--- src/rtl/sreg_bridge_pkg.sv ---
package sreg_bridge_pkg;

    typedef struct packed {
        logic       rd_mode;
        logic [6:0] sec_num;
    } ptr_t;

    typedef enum logic [1:0] {
        PRI_NONE = 2'd0,
        PRI_PTR  = 2'd1,
        PRI_DATA = 2'd2
    } pri_sel_e;

endpackage

--- src/rtl/sreg_pri_decode.sv ---
module sreg_pri_decode
    import sreg_bridge_pkg::*;
#(
    parameter int ADDR_W    = 8,
    parameter int BUS_SHIFT = 2,
    parameter int PTR_IDX   = 5,
    parameter int DATA_IDX  = 6
) (
    input  logic [ADDR_W-1:0] bus_addr,
    output pri_sel_e          pri_sel
);
    localparam logic [ADDR_W-1:0] LOW_MASK = ADDR_W'((1 << BUS_SHIFT) - 1);
    localparam logic [ADDR_W-1:0] PTR_IDX_V  = ADDR_W'(PTR_IDX);
    localparam logic [ADDR_W-1:0] DATA_IDX_V = ADDR_W'(DATA_IDX);

    logic [ADDR_W-1:0] idx;
    logic              aligned;

    always_comb begin
        idx     = bus_addr >> BUS_SHIFT;
        aligned = (bus_addr & LOW_MASK) == '0;
        pri_sel = PRI_NONE;
        if (aligned && idx == PTR_IDX_V) begin
            pri_sel = PRI_PTR;
        end else if (aligned && idx == DATA_IDX_V) begin
            pri_sel = PRI_DATA;
        end
    end

    always_comb begin
        AST_DECODE_ALIGNED: assert (pri_sel == PRI_NONE || (bus_addr & LOW_MASK) == '0);
    end

endmodule

--- src/rtl/sreg_file.sv ---
module sreg_file #(
    parameter int          NUM_SEC   = 128,
    parameter int          DATA_W    = 8,
    parameter int          EN_REG    = 'h28,
    parameter logic [7:0]  EN_RESET  = 8'h80
) (
    input  logic              clk,
    input  logic              rst_n,
    input  logic              wr_en,
    input  logic [6:0]        wr_idx,
    input  logic [DATA_W-1:0] wr_data,
    input  logic [6:0]        rd_idx,
    output logic [DATA_W-1:0] rd_data,
    output logic [DATA_W-1:0] en_reg_val
);
    localparam int SEC_MAX = NUM_SEC - 1;

    logic [DATA_W-1:0] bank_q [NUM_SEC];
    logic [DATA_W-1:0] bank_d [NUM_SEC];

    always_comb begin
        for (int i = 0; i < NUM_SEC; i++) begin
            bank_d[i] = bank_q[i];
        end
        if (wr_en && int'(wr_idx) <= SEC_MAX) begin
            bank_d[int'(wr_idx)] = wr_data;
        end
    end

    always_ff @(posedge clk or negedge rst_n) begin
        if (!rst_n) begin
            for (int i = 0; i < NUM_SEC; i++) begin
                bank_q[i] <= (i == EN_REG) ? DATA_W'(EN_RESET) : '0;
            end
        end else begin
            for (int i = 0; i < NUM_SEC; i++) begin
                bank_q[i] <= bank_d[i];
            end
        end
    end

    always_comb begin
        rd_data = '0;
        if (int'(rd_idx) <= SEC_MAX) begin
            rd_data = bank_q[int'(rd_idx)];
        end
    end

    assign en_reg_val = bank_q[EN_REG];

    AST_NO_WRITE_NO_CHANGE: assert property (@(posedge clk) disable iff (!rst_n)
        !wr_en |=> $stable(en_reg_val));

endmodule

--- src/rtl/sreg_bridge.sv ---
module sreg_bridge
    import sreg_bridge_pkg::*;
#(
    parameter int ADDR_W    = 8,
    parameter int BUS_SHIFT = 2,
    parameter int NUM_SEC   = 128,
    parameter int EN_REG    = 'h28,
    parameter int EN_BIT    = 7
) (
    input  logic              clk,
    input  logic              rst_n,
    input  logic              bus_sel,
    input  logic              bus_we,
    input  logic [ADDR_W-1:0] bus_addr,
    input  logic [7:0]        bus_wdata,
    output logic [7:0]        bus_rdata,
    output logic              owm_en_n
);
    localparam logic [7:0] EN_RESET = 8'(1 << EN_BIT);

    typedef struct packed {
        ptr_t ptr;
    } state_t;

    state_t   st_q, st_d;
    pri_sel_e pri_sel;
    logic     file_wr;
    logic [7:0] file_rd;
    logic [7:0] en_val;

    sreg_pri_decode #(
        .ADDR_W   (ADDR_W),
        .BUS_SHIFT(BUS_SHIFT),
        .PTR_IDX  (5),
        .DATA_IDX (6)
    ) u_decode (
        .bus_addr(bus_addr),
        .pri_sel (pri_sel)
    );

    sreg_file #(
        .NUM_SEC (NUM_SEC),
        .DATA_W  (8),
        .EN_REG  (EN_REG),
        .EN_RESET(EN_RESET)
    ) u_file (
        .clk       (clk),
        .rst_n     (rst_n),
        .wr_en     (file_wr),
        .wr_idx    (st_q.ptr.sec_num),
        .wr_data   (bus_wdata),
        .rd_idx    (st_q.ptr.sec_num),
        .rd_data   (file_rd),
        .en_reg_val(en_val)
    );

    always_comb begin
        st_d      = st_q;
        file_wr   = 1'b0;
        bus_rdata = 8'h00;
        if (bus_sel && bus_we) begin
            if (pri_sel == PRI_PTR) begin
                st_d.ptr = ptr_t'(bus_wdata);
            end else if (pri_sel == PRI_DATA) begin
                file_wr = !st_q.ptr.rd_mode;
            end
        end
        if (bus_sel && !bus_we) begin
            if (pri_sel == PRI_PTR) begin
                bus_rdata = 8'(st_q.ptr);
            end else if (pri_sel == PRI_DATA && st_q.ptr.rd_mode) begin
                bus_rdata = file_rd;
            end
        end
    end

    always_ff @(posedge clk or negedge rst_n) begin
        if (!rst_n) begin
            st_q <= '0;
        end else begin
            st_q <= st_d;
        end
    end

    assign owm_en_n = en_val[EN_BIT];

    AST_PTR_HELD: assert property (@(posedge clk) disable iff (!rst_n)
        (bus_sel && pri_sel == PRI_DATA) |=> $stable(st_q));

    AST_RDMODE_WRITE_IGNORED: assert property (@(posedge clk) disable iff (!rst_n)
        (bus_sel && bus_we && pri_sel == PRI_DATA && st_q.ptr.rd_mode) |=> $stable(owm_en_n));

    AST_WRMODE_READ_ZERO: assert property (@(posedge clk) disable iff (!rst_n)
        (bus_sel && !bus_we && pri_sel == PRI_DATA && !st_q.ptr.rd_mode) |-> bus_rdata == 8'h00);

    AST_ENABLE_FOLLOWS: assert property (@(posedge clk) disable iff (!rst_n)
        (bus_sel && bus_we && pri_sel == PRI_DATA && !st_q.ptr.rd_mode
         && int'(st_q.ptr.sec_num) == EN_REG) |=> owm_en_n == $past(bus_wdata[EN_BIT]));

    AST_UNDECODED_READ_ZERO: assert property (@(posedge clk) disable iff (!rst_n)
        (bus_sel && !bus_we && pri_sel == PRI_NONE) |-> bus_rdata == 8'h00);

endmodule

--- config.mk ---
export PLATFORM = sky130hd
export DESIGN_NAME = sreg_bridge
export DESIGN_NICKNAME = d
export VERILOG_FILES = /design/src/rtl/sreg_bridge_pkg.sv /design/src/rtl/sreg_pri_decode.sv /design/src/rtl/sreg_file.sv /design/src/rtl/sreg_bridge.sv
export SDC_FILE = /design/constraint.sdc
export NUM_CORES = 1
export LEC_CHECK = 0
export CAP_MARGIN = 5
export CORE_MARGIN = 2
export CORE_UTILIZATION = 50
export DETAILED_ROUTE_END_ITERATION = 16
export PLACE_DENSITY = 0.66
export SLEW_MARGIN = 40
export SYNTH_ARGS = -nofsm -noshare
export SYNTH_HDL_FRONTEND = slang
export SYNTH_HIERARCHICAL = 1
export SYNTH_SLANG_ARGS = --single-unit
--- constraint.sdc ---
create_clock -name clk -period 5.3 [get_ports clk]
set_input_delay 1.59 -clock clk [delete_from_list [all_inputs] [get_ports clk]]
set_output_delay 1.59 -clock clk [all_outputs]
set_load 0.05 [all_outputs]
==> reports/metrics.csv <==
metric;value;unit
route.met3.wl;5.49;mm
top_signal_layer_used;met4;
drc;0;
buffer_ports.inserted;28;
routed_wl_met2;57.5;mm
clock_latency_on_the_worst_skew_pair;0.68;ns
detailedRoute.firstIterationViolations;1871;
final_layout_size_suffix_gt1_frac;0.602;
cts_tree;yes;
largest_net_degree_at_the_start_of_global_routing;115;
count_of_pins_over_their_slew_limit;0;
min_path_type;register to register;
ant_nets;0;
irDropWorstVdd;262;uV
via_count;26500;
place.detailed.hpwl;79.0;mm
post_synth.cell_area_avg;16.6;um2
wirelength_met1;55.0;mm
period_share;1.06;
cts_inserted_buffers;108;
post_synth_instance_area;47000;um2
synthesis.yosys.warnings;6;
initial_core_util;0.504;
timing.critical_path.fanout_max;12;
chipHeight;310;um
core-area;93200;um2
timing.critical_path.to_type;primary output;
cts-root-to-sink-buffers;3;
grt_setup_unrepaired;yes;
fmaxAchievable;0.178;GHz
drv_cap;0;
numClockSinks;1032;
postSynthNetCount;2841;
drt_first_pass_iters;5;
cts.root.buffer_cell;sky130_fd_sc_hd__clkbuf_16;
clock_skew;0.0268;ns
post-place-ws;-0.360;ns
timing.final.hold_violations;0;
violated_checks;negative setup slack;
finalSetupViolations;8;
vias_per_cell;6.06;
clk_pin_slew;0.06;ns
grt_pass1_wl;185;mm
worstPathArrival;4.03;ns
std_cell_rows;112;
powerDensity;294;nW/um2
design_power_total;16.1;mW
die_width;310;um
required;3.71;ns
pin_slew_with_the_least_headroom_to_its_limit;0.837;ns
finalNetCount;3041;
antenna_found_initial;1;
worst_setup_margin;-0.322;ns
run_status;complete, but fails checks;
critical_path.startpoint_type;register;
routed_wirelength;121;mm
gp_routability_congestion;0.813;
path_class;register to primary output;
top_level_ports;29;
grt-ovfl-total;0;
htree_levels;3;
timing.slew.headroom;0.441;
total_die_area;96400;um2
number_of_global_route_vias_before_repair;28500;
static-leakage-power;26.2;nW
timing.final.crit_period;5.62;ns
netlist_instances;2821;
layout_area_overhead;16.7;%
grt_usage;0.258;
drt-wirelength-per-cell;27.7;um
==> report_power, final <==
group	leakage (nW)	internal [mW]	switching, mW	total (mW)
combinational	9.96	0.148	0.412	0.560
clock	1.80	4.51	3.14	7.65
sequential	14.4	7.88	0.0123	7.90
total	26.2	12.5	3.57	16.1
==> registers in the layout, indices dropped and copies added, names as in the netlist <==
register and flops:
u_file/bank_q 1016, st_q 8, u_file/en_reg_val 8
==> routing by layer <==
| metal | vias to the layer above | track usage |
|---|---|---|
| li1 | 11100 | - |
| met2 | 602 | 0.405 |
| met5 | - | 0 |
| met3 | 163 | 0.0384 |
| met4 | 0 | 0.0642 |
| met1 | 14700 | 0.382 |
==> path summary, 6_finish.rpt <==
kind / from / to / slack [ns] / cells past startpoint
worst max-delay path: st_q[0]$_DFFE_PN0P_ / bus_rdata[1] / -0.32 / 9
worst min-delay path: u_file/bank_q[200]$_DFFE_PN0P_ / u_file/bank_q[200]$_DFFE_PN0P_ / 0.50 / 1
worst max register to register: st_q[1]$_DFFE_PN0P_ / u_file/bank_q[555]$_DFFE_PN0P_ / 2.08 / 7
worst min register to register: u_file/bank_q[200]$_DFFE_PN0P_ / u_file/bank_q[200]$_DFFE_PN0P_ / 0.50 / 1
max in group asynchronous: rst_n / u_file/bank_q[44]$_DFFE_PN0P_ / 3.08 / 4
min in group asynchronous: rst_n / u_file/bank_q[1000]$_DFFE_PN0P_ / 0.84 / 1
==> stage by stage <==
| stage | TNS (ns) | utilization | hold WS (ns) | area [um2] | instances |
|---|---|---|---|---|---|
| floorplan | 0 | - | 0.474 | 47000 | 2821 |
| global placement | -122.92 | 0.544 | 0.481 | 50700 | 4145 |
| detailed placement | -50.17 | 0.544 | 0.487 | 50700 | 4147 |
| CTS | -2.90 | 0.587 | 0.501 | 54700 | 4362 |
| global route | -2.94 | 0.588 | 0.509 | 54800 | 4367 |
| finish | -2.45 | 0.588 | 0.498 | 54800 | 4368 |
==> final cells by class <==
class | count | area [um2]
Tap cell | 1254 | 1570
Timing Repair Buffer | 306 | 3460
Clock inverter | 36 | 372
Antenna cell | 1 | 2.50
Clock buffer | 166 | 3250
Multi-Input combinational cell | 1573 | 20300
Sequential cell | 1032 | 25800
Fill cell | 6890 | 38400
==> worst max-delay path, cell delays in order, from the launching register on <==
cell and delay (ns):
sky130_fd_sc_hd__dfrtp_4 0.47, sky130_fd_sc_hd__buf_12 0.20, sky130_fd_sc_hd__buf_12 0.13, sky130_fd_sc_hd__buf_16 0.16
sky130_fd_sc_hd__mux4_2 0.52, sky130_fd_sc_hd__mux4_2 0.54, sky130_fd_sc_hd__mux4_2 0.55, sky130_fd_sc_hd__mux2_4 0.33
sky130_fd_sc_hd__a32o_2 0.29, sky130_fd_sc_hd__buf_12 0.15
==> cells in the final DEF (no fill, tap or decap), types with 5 or more instances in the layout <==
cell                              count
sky130_fd_sc_hd__mux4_2             336
sky130_fd_sc_hd__buf_6                9
sky130_fd_sc_hd__buf_16              14
sky130_fd_sc_hd__nor2_1              52
sky130_fd_sc_hd__buf_12              62
sky130_fd_sc_hd__clkinv_2            24
sky130_fd_sc_hd__dfrtp_1           1025
sky130_fd_sc_hd__buf_4              207
sky130_fd_sc_hd__clkbuf_8            29
sky130_fd_sc_hd__nand2b_1             9
sky130_fd_sc_hd__nor4_1               5
sky130_fd_sc_hd__clkbuf_16          111
sky130_fd_sc_hd__or2_2                5
sky130_fd_sc_hd__clkbuf_1            27
sky130_fd_sc_hd__nor3_2               8
sky130_fd_sc_hd__bufinv_16            6
sky130_fd_sc_hd__nand2_1             86
sky130_fd_sc_hd__clkdlybuf4s50_1      9
sky130_fd_sc_hd__mux2_4               6
sky130_fd_sc_hd__mux2_2            1034
sky130_fd_sc_hd__nor2b_1              5
==> repair_timing <==
item / in CTS / in global routing
resized for setup: 20 / 10
endpoints found under the setup margin: 8 / 8
hold buffers: 0 / 0
pin swaps: 1 / 0
setup buffers: 7 / 3
hold endpoints to repair: 0 / 0
gates cloned: 6 / 1
No activity file was read; power rests on OpenSTA's default activity.
